--- config.mk ---
export PLATFORM = sky130hd
export DESIGN_NAME = tmr_pair
export DESIGN_NICKNAME = d
export VERILOG_FILES = /design/src/rtl/tmr_pkg.sv /design/src/rtl/tmr_prescaler.sv /design/src/rtl/tmr_pin_sampler.sv /design/src/rtl/tmr_channel.sv /design/src/rtl/tmr_pair.sv
export SDC_FILE = /design/constraint.sdc
export NUM_CORES = 1
export LEC_CHECK = 0
export BUFFER_PORTS_ARGS = -buffer_cell sky130_fd_sc_hd__buf_2
export CORE_UTILIZATION = 57
export CTS_CLUSTER_DIAMETER = 60
export DETAILED_ROUTE_END_ITERATION = 16
export PLACE_DENSITY = 0.87
export SLEW_MARGIN = 5
export SYNTH_ARGS = -nofsm -noshare
export SYNTH_HDL_FRONTEND = slang
export SYNTH_HIERARCHICAL = 1
export SYNTH_SLANG_ARGS = --single-unit
--- constraint.sdc ---
create_clock -name clk -period 3.6 [get_ports clk]
set_clock_uncertainty 0.05 [all_clocks]
set_input_delay 0.18 -clock clk [delete_from_list [all_inputs] [get_ports clk]]
set_output_delay 0.18 -clock clk [all_outputs]
set_load 0.01 [all_outputs]
--- src/rtl/tmr_pkg.sv ---
package tmr_pkg;
  localparam int TMR_BYTE_W = 8;
  localparam int TMR_PSC_W  = 4;
  localparam int TMR_ADDR_W = 3;
  localparam int TMR_LOW13  = 5;

  typedef enum logic [1:0] {
    MODE_13     = 2'd0,
    MODE_16     = 2'd1,
    MODE_RELOAD = 2'd2,
    MODE_SPLIT  = 2'd3
  } tmr_mode_e;

  typedef struct packed {
    logic      gate_en;
    logic      cnt_sel;
    tmr_mode_e mode;
  } ch_cfg_t;

  localparam int CFG_W = $bits(ch_cfg_t);
endpackage

--- src/rtl/tmr_prescaler.sv ---
module tmr_prescaler #(
  parameter int PSC_W = 4
) (
  input  logic             clk,
  input  logic             rst_n,
  input  logic [PSC_W-1:0] div,
  output logic             tick
);
  logic [PSC_W-1:0] phase_q;

  // >= keeps the divider sane when the setting drops below the phase
  assign tick = (phase_q >= div);

  always_ff @(posedge clk or negedge rst_n) begin
    if (!rst_n)    phase_q <= '0;
    else if (tick) phase_q <= '0;
    else           phase_q <= phase_q + 1'b1;
  end
endmodule

--- src/rtl/tmr_pin_sampler.sv ---
module tmr_pin_sampler (
  input  logic clk,
  input  logic rst_n,
  input  logic sample_en,
  input  logic pin,
  output logic fall
);
  logic last_q;

  // a high sample followed by a low sample
  assign fall = sample_en & last_q & ~pin;

  always_ff @(posedge clk or negedge rst_n) begin
    if (!rst_n)         last_q <= 1'b0;
    else if (sample_en) last_q <= pin;
  end
endmodule

--- src/rtl/tmr_channel.sv ---
module tmr_channel
  import tmr_pkg::*;
#(
  parameter int BW        = 8,
  parameter int LOW13_W   = 5,
  parameter bit HAS_SPLIT = 1'b1
) (
  input  logic          clk,
  input  logic          rst_n,
  input  tmr_mode_e     mode,
  input  logic          step_main,
  input  logic          step_hi,
  input  logic          wr_lo,
  input  logic          wr_hi,
  input  logic [BW-1:0] wr_data,
  output logic [BW-1:0] lo_q,
  output logic [BW-1:0] hi_q,
  output logic          ovf_main,
  output logic          ovf_hi
);
  logic [BW-1:0] lo_d, hi_d;

  always_comb begin
    lo_d     = lo_q;
    hi_d     = hi_q;
    ovf_main = 1'b0;
    ovf_hi   = 1'b0;
    unique case (mode)
      MODE_13: if (step_main) begin
        lo_d[LOW13_W-1:0] = lo_q[LOW13_W-1:0] + 1'b1;
        if (&lo_q[LOW13_W-1:0]) begin
          hi_d     = hi_q + 1'b1;
          ovf_main = &hi_q;
        end
      end
      MODE_16: if (step_main) begin
        {hi_d, lo_d} = {hi_q, lo_q} + 1'b1;
        ovf_main     = &{hi_q, lo_q};
      end
      MODE_RELOAD: if (step_main) begin
        if (&lo_q) begin
          lo_d     = hi_q;
          ovf_main = 1'b1;
        end else begin
          lo_d = lo_q + 1'b1;
        end
      end
      MODE_SPLIT: if (HAS_SPLIT) begin
        if (step_main) begin
          lo_d     = lo_q + 1'b1;
          ovf_main = &lo_q;
        end
        if (step_hi) begin
          hi_d   = hi_q + 1'b1;
          ovf_hi = &hi_q;
        end
      end
      default: ;
    endcase
    if (wr_lo) lo_d = wr_data;
    if (wr_hi) hi_d = wr_data;
  end

  always_ff @(posedge clk or negedge rst_n) begin
    if (!rst_n) begin
      lo_q <= '0;
      hi_q <= '0;
    end else begin
      lo_q <= lo_d;
      hi_q <= hi_d;
    end
  end
endmodule

--- src/rtl/tmr_pair.sv ---
module tmr_pair
  import tmr_pkg::*;
#(
  parameter int PSC_W   = TMR_PSC_W,
  parameter int BW      = TMR_BYTE_W,
  parameter int ADDR_W  = TMR_ADDR_W,
  parameter int LOW13_W = TMR_LOW13
) (
  input  logic            clk,
  input  logic            rst_n,
  input  logic            wr_en,
  input  logic [ADDR_W-1:0] wr_addr,
  input  logic [BW-1:0]   wr_data,
  input  logic [PSC_W-1:0] presc_div,
  input  logic            compat_mode,
  input  logic [1:0]      psc_apply,
  input  logic [1:0]      cnt_pin,
  input  logic [1:0]      gate_pin,
  output logic [2*BW-1:0] ch0_count,
  output logic [2*BW-1:0] ch1_count,
  output logic [1:0]      ovf_flag,
  output logic [1:0]      tgl_out
);
  localparam int NCH      = 2;
  localparam int CNT_BASE = 2;
  localparam logic [ADDR_W-1:0] A_CFG  = ADDR_W'(0);
  localparam logic [ADDR_W-1:0] A_RUN  = ADDR_W'(1);
  localparam logic [ADDR_W-1:0] A_FLAG = ADDR_W'(CNT_BASE + 2*NCH);

  ch_cfg_t        cfg_q   [NCH];
  tmr_mode_e      ch_mode [NCH];
  logic [BW-1:0]  lo_q    [NCH];
  logic [BW-1:0]  hi_q    [NCH];
  logic [NCH-1:0] run_q, flag_q, tgl_q;
  logic [NCH-1:0] run_ok, timer_step, fall, step, step_hi;
  logic [NCH-1:0] wr_lo, wr_hi, ovf_main, ovf_hi, ev;
  logic           tick, sample_en, split0;

  tmr_prescaler #(.PSC_W(PSC_W)) u_psc (
    .clk  (clk),
    .rst_n(rst_n),
    .div  (presc_div),
    .tick (tick)
  );

  assign sample_en = compat_mode ? tick : 1'b1;

  for (genvar g = 0; g < NCH; g++) begin : g_ch
    assign ch_mode[g]    = cfg_q[g].mode;
    assign run_ok[g]     = run_q[g] & (~cfg_q[g].gate_en | gate_pin[g]);
    assign timer_step[g] = (compat_mode | psc_apply[g]) ? tick : 1'b1;
    assign step[g]       = run_ok[g] & (cfg_q[g].cnt_sel ? fall[g] : timer_step[g]);
    assign wr_lo[g]      = wr_en && (wr_addr == ADDR_W'(CNT_BASE + 2*g));
    assign wr_hi[g]      = wr_en && (wr_addr == ADDR_W'(CNT_BASE + 2*g + 1));

    if (g == 0) begin : g_hi_src
      assign step_hi[g] = run_q[NCH-1] & timer_step[0];
    end else begin : g_hi_none
      assign step_hi[g] = 1'b0;
    end

    tmr_pin_sampler u_smp (
      .clk      (clk),
      .rst_n    (rst_n),
      .sample_en(sample_en),
      .pin      (cnt_pin[g]),
      .fall     (fall[g])
    );

    tmr_channel #(
      .BW       (BW),
      .LOW13_W  (LOW13_W),
      .HAS_SPLIT(g == 0)
    ) u_cnt (
      .clk      (clk),
      .rst_n    (rst_n),
      .mode     (ch_mode[g]),
      .step_main(step[g]),
      .step_hi  (step_hi[g]),
      .wr_lo    (wr_lo[g]),
      .wr_hi    (wr_hi[g]),
      .wr_data  (wr_data),
      .lo_q     (lo_q[g]),
      .hi_q     (hi_q[g]),
      .ovf_main (ovf_main[g]),
      .ovf_hi   (ovf_hi[g])
    );
  end

  assign split0 = (cfg_q[0].mode == MODE_SPLIT);
  assign ev[0]  = ovf_main[0];
  assign ev[1]  = split0 ? ovf_hi[0] : ovf_main[1];

  always_ff @(posedge clk or negedge rst_n) begin
    if (!rst_n) begin
      for (int i = 0; i < NCH; i++) cfg_q[i] <= '{gate_en: 1'b0, cnt_sel: 1'b0, mode: MODE_13};
      run_q  <= '0;
      flag_q <= '0;
      tgl_q  <= '0;
    end else begin
      if (wr_en && wr_addr == A_CFG)
        for (int i = 0; i < NCH; i++) cfg_q[i] <= ch_cfg_t'(wr_data[CFG_W*i +: CFG_W]);
      if (wr_en && wr_addr == A_RUN) run_q <= wr_data[NCH-1:0];
      if (wr_en && wr_addr == A_FLAG) flag_q <= wr_data[NCH-1:0] | ev;
      else                            flag_q <= flag_q | ev;
      tgl_q <= tgl_q ^ ev;
    end
  end

  assign ch0_count = {hi_q[0], lo_q[0]};
  assign ch1_count = {hi_q[1], lo_q[1]};
  assign ovf_flag  = flag_q;
  assign tgl_out   = tgl_q;
endmodule

==> results of run 1 <==
## per-stage QoR
stage          worst slack, ns  utilization (%)  cells
6_report                 0.355             67.9    541
5_1_grt                  0.100             67.9    541
4_1_cts                  0.282             67.9    541
3_5_place_dp             0.278             65.9    532
3_3_place_gp             0.498             65.9    532
2_1_floorplan            0.666                -    406
## cell type report
type / instances / area share (%)
sequential: 52 / 31.6
inverter: 30 / 2.74
timing repair buffer: 63 / 7.91
clock buffer: 6 / 1.76
tap: 75 / 2.28
multi-input combinational: 313 / 52.8
clock inverter: 2 / 0.851
## layout by cell type (no fill, tap or decap), types with 5 or more instances in the layout
| cell | n |
|---|---|
| a21oi_1 | 11 |
| a31oi_1 | 11 |
| buf_2 | 60 |
| clkbuf_8 | 5 |
| dfrtp_1 | 52 |
| ha_1 | 19 |
| inv_1 | 30 |
| mux2_2 | 11 |
| mux2i_1 | 7 |
| nand2_1 | 34 |
| nand2b_1 | 9 |
| nand3_1 | 18 |
| nand4_1 | 6 |
| nor2_1 | 29 |
| nor3_1 | 15 |
| o211ai_1 | 5 |
| o21a_1 | 5 |
| o21ai_0 | 27 |
| o22ai_1 | 8 |
| o31ai_1 | 7 |
| or4_1 | 5 |
| xnor2_1 | 11 |
## routing by layer
metal	track usage, %	vias to the layer above
li1	-	1596
met4	11.9	0
met5	0	-
met1	43.7	1609
met3	4.22	32
met2	48.1	212
## worst max-delay path: stages, from the launching register on
cell and delay [ns]:
dfrtp_1 0.41, ha_1 0.35, nand3_2 0.11, a21oi_4 0.17
or2_1 0.16, nand2b_1 0.22, and3b_2 0.21, mux2i_1 0.07
nor2_2 0.22, a21boi_1 0.15, or4_4 0.46, nor4_2 0.27
xnor2_1 0.16, o21ai_1 0.08
## worst paths after layout
| kind | startpoint | depth (start not counted) | endpoint | slack, ns |
|---|---|---|---|---|
| setup / recovery | u_psc/phase_q[3] | 13 | g_ch[0].u_cnt/hi_q[5] | 0.36 |
| hold / removal | cnt_pin[1] | 2 | g_ch[1].u_smp/last_q | 0.08 |
| setup reg to reg | u_psc/phase_q[3] | 13 | g_ch[0].u_cnt/hi_q[5] | 0.36 |
| hold reg to reg | tgl_out[0] | 1 | tgl_out[0] | 0.42 |
| max in group asynchronous | rst_n | 3 | g_ch[0].u_cnt/lo_q[7] | 2.43 |
| min in group asynchronous | rst_n | 2 | tgl_out[1] | 0.26 |
## power breakdown
group / switching (mW) / total (mW) / internal, mW / leakage [nW]
logic: 0.742 / 1.35 / 0.607 / 1.13
clock network: 0.201 / 0.407 / 0.207 / 0.0552
registers: 0.314 / 1.10 / 0.789 / 0.620
## state kept, by name, indices dropped and copies added, names as in the netlist
signal             cells
ovf_flag               2
cfg_q                  8
g_ch.u_smp/last_q      2
tgl_out                2
g_ch.u_cnt/lo_q       16
u_psc/phase_q          4
run_q                  2
g_ch.u_cnt/hi_q       16
## what timing repair did
item | 4_1_cts | 5_1_grt
gates resized for setup | 0 | 1
endpoints found under the hold margin | 16 | 0
hold buffers | 1 | 0
endpoints found under the setup margin | 0 | 3
==> results_dict.tcl, run 1 <==
set metrics [dict create \
    cp.arrival_ns 3.35 \
    clockBufferDepth 2 \
    cts_tree "built" \
    antenna_found_initial 0 \
    fin_crit_ns 3.25 \
    rows 28 \
    drc 0 \
    portBuffers 60 \
    n_antenna_cell 0 \
    wl_met3_um 872 \
    hold_ws_ns 0.0779 \
    outcome "finished, final reports clean" \
    setup_tns_ns 0 \
    dr_total_vias 3449 \
    met1Wirelength_um 3980 \
    drv_cap 0 \
    slew_viol_final 0 \
    rsz0062_at_grt "no" \
    postRouteAntennaNets 0 \
    ctsRootBufferMaster "clkbuf_8" \
    cts_buffers 5 \
    final_hold_viol_count 0 \
    grt_use_total_pct 31.1 \
    grt_pass1_vias 3239 \
    drt-initial-drc-count 438 \
    die_area_um2 6720 \
    power.total_mw 2.86 \
    start_util_pct 60.2 \
    endpoint_kind "register" \
    drive_above_1_share_pct 22.7 \
    multi_input_area_um2 2170 \
    cts_sinks 52 \
    synth_area_um2 3650 \
    drt-total-wl_um 9500 \
    die_h_um 82.0 \
    grt_max_degree 37 \
    worstSetupPathType "reg2reg" \
    die_w_um 82.0 \
    dr.pass1.iters 6 \
    clock_latency_ns 0.31 \
    viasPerCell 6.38 \
    grt_pass1_wl_um 15700 \
    wl_met2_um 4380 \
    p_per_area_nw_per_um2 695 \
    boundaryPins 61 \
    gp_congestion 0.972 \
    slew-limit-headroom_pct 35.2 \
    netlist_instances 406 \
    avgSynthCellArea_um2 8.98 \
    area_growth_pct 12.8 \
    top_layer "met4" \
    routedWlPerCell_um 17.6 \
    worstSetupStartpointType "register" \
    final_nets 509 \
    seq_area_um2 1300 \
    synth-warning-count 6 \
    syn_nets 450 \
    timing.fmax_ghz 0.308 \
    hp-class "in2reg" \
    finalCritPeriodShare_pct 90.1 \
    gr-total-overflow 0 \
    ir_drop_v 0.000395 \
    cts_setup_buffers 0 \
    setup_violations 0 \
    place_hpwl_um 7000 \
    p_leak_nw 1.81 \
    core_area_um2 6060 \
    clkTransAtPathRegs_ns 0.10 \
    cp_max_fo 5 \
    fin_area_um2 4120 \
    cts_max_level 2 \
    worst_pin_slew_ns 0.968 \
    fillers 486 \
    placed_cell_area_um2 4000 \
    cp_data_required_time_ns 3.71 \
]
Note: power is estimated with default switching activity, not from simulation.
==> inputs of run 2 (changes only) <==
--- a/config.mk
+++ b/config.mk
@@ -6,6 +6,7 @@
 export NUM_CORES = 1
 export LEC_CHECK = 0
 export BUFFER_PORTS_ARGS = -buffer_cell sky130_fd_sc_hd__buf_2
+export CORE_MARGIN = 3
 export CORE_UTILIZATION = 57
 export CTS_CLUSTER_DIAMETER = 60
 export DETAILED_ROUTE_END_ITERATION = 16
==> constraint.sdc (replaced) <==
create_clock -name clk -period 3.4 [get_ports clk]
set_clock_uncertainty 0.05 [all_clocks]
set_input_delay 0.34 -clock clk [delete_from_list [all_inputs] [get_ports clk]]
set_output_delay 0.34 -clock clk [all_outputs]
set_load 0.01 [all_outputs]
==> run 2 against run 1 <==
Against the previous run:
- via count barely moved
- worst hold slack improved by 0.0036 ns
- setup slack got worse by 0.19 ns
- cell count rose by 0.37%
- maximum frequency rose by 0.31%
- design area did not move
- largest power group unchanged
- routed wire length rose by 2.2%
- flip-flop and latch count did not move
- count of clock-buffer cells in the layout did not move
- highest routed layer unchanged
- critical path type unchanged
- first-iteration DRC count fell by 8.2%
- non-clock buffer count rose by 2
==> results_dict.tcl, run 2 (synthesis gave the netlist of run 1 again) <==
set metrics [dict create \
    placed_cell_area_um2 4020 \
    finalCritPeriodShare_pct 95.1 \
    clockBufferDepth 2 \
    ctsRootBufferMaster "clkbuf_8" \
    grt_pass1_wl_um 16000 \
    portBuffers 60 \
    drc 0 \
    die_h_um 86.0 \
    cp_max_fo 5 \
    slowest_stage "or4_4" \
    routedWlPerCell_um 17.9 \
    place_hpwl_um 7200 \
    worstSetupStartpointType "register" \
    start_util_pct 60.2 \
    postCtsHoldBufs 0 \
    mostFrequentLayoutCell "buf_2" \
    r2r_setup_slack_ns 0.16 \
    p_per_area_nw_per_um2 730 \
    rows 28 \
    timing.fmax_ghz 0.309 \
    final_util_pct 67.9 \
    setup_tns_ns 0 \
    path_cells "ha_1 -> nand3_2 -> a21oi_4 -> or2_1 -> nand2b_1 -> and3b_2 -> mux2i_1 -> nor2_1 -> a21boi_1 -> or4_4 -> nor4_2 -> xnor2_1 -> o21ai_1" \
    grt_use_total_pct 27.1 \
    worstSetupPathType "reg2reg" \
    pre_cts_slack_ns 0.147 \
    cp.arrival_ns 3.36 \
    dr.pass1.iters 5 \
    viasPerCell 6.36 \
    fin_area_um2 4120 \
    final_nets 511 \
    reg_top3 "g_ch.u_cnt/hi_q: 16 flops, g_ch.u_cnt/lo_q: 16 flops, cfg_q: 8 flops" \
    ff2ff_path_depth 13 \
    cts_tree "built" \
    boundaryPins 61 \
    gp_congestion 0.996 \
    setup_violations 0 \
    cts_sinks 52 \
    hp-class "in2async" \
    cts_resized 0 \
    final.setup.worst_slack_ns 0.165 \
    final_hold_viol_count 0 \
    stdcell_count 543 \
    cts_buffers 5 \
    drive_above_1_share_pct 23.3 \
    outcome "finished, final reports clean" \
    area_growth_pct 12.8 \
    die_area_um2 7390 \
    slew-limit-headroom_pct 35.5 \
    ir_drop_v 0.000469 \
    clkTransAtPathRegs_ns 0.11 \
    core_area_um2 6060 \
    max_stage_delay_ns 0.47 \
    drv_cap 0 \
    drt-initial-drc-count 402 \
    clock_latency_ns 0.32 \
    rsz0062_at_grt "no" \
    cts_max_level 2 \
    dr_total_vias 3452 \
    p_leak_nw 1.81 \
    gr-total-overflow 0 \
    antenna_found_initial 0 \
    grt_pass1_vias 3262 \
    die_w_um 86.0 \
    fin_crit_ns 3.24 \
    endpoint_kind "register" \
    dp.cells 535 \
    power.total_mw 3.00 \
    drt-total-wl_um 9710 \
    final_cell_mix "buf_2, dfrtp_1, nand2_1" \
    grt_max_degree 39 \
    worst_pin_slew_ns 0.964 \
    postRouteAntennaNets 0 \
    cp_data_required_time_ns 3.53 \
    cts_setup_buffers 0 \
    hold_ws_ns 0.0815 \
    n_antenna_cell 0 \
    slew_viol_final 0 \
]
run 2: worst paths after layout:
kind	from	end
worst min register to register	tgl_out[0]	tgl_out[0]
worst max register to register	u_psc/phase_q[2]	g_ch[0].u_cnt/hi_q[5]
worst max-delay path	u_psc/phase_q[2]	g_ch[0].u_cnt/hi_q[5]
min in group clk	cnt_pin[1]	g_ch[1].u_smp/last_q
worst min-delay path	rst_n	g_ch[1].u_cnt/lo_q[6]
max in group asynchronous	rst_n	cfg_q[4]
run 2: critical path, delay by kind of cell (launching register included):
kind | cells | cell delay, ns
XOR/XNOR | 1 | 0.17
multiplexers | 1 | 0.07
AO/OA/AOI/OAI | 3 | 0.43
AND/OR/NAND/NOR | 7 | 1.62
adder cells (fa/ha/maj) | 1 | 0.34
flip-flops | 1 | 0.43
run 2: area by class of cell:
class,count,area [um2]
Fill cell,494,1950
Timing Repair Buffer,65,338
Tap cell,75,93.8
Inverter,30,113
Sequential cell,52,1300
Multi-Input combinational cell,313,2170
Clock buffer,6,82.6
Clock inverter,2,15.0
run 2: power by group:
part | internal, mW | switching (mW)
combinational | 0.650 | 0.793
sequential | 0.836 | 0.337
clock | 0.165 | 0.224
run 2: per-layer routing:
| metal | part of all wire (%) | vias to the layer above | global-route usage, % |
|---|---|---|---|
| li1 | - | 1612 | - |
| met1 | 42 | 1641 | 36.4 |
| met2 | 47 | 173 | 41.8 |
| met3 | 7.5 | 26 | 5.09 |
| met4 | 3.8 | 0 | 13.4 |
| met5 | 0 | - | 0 |
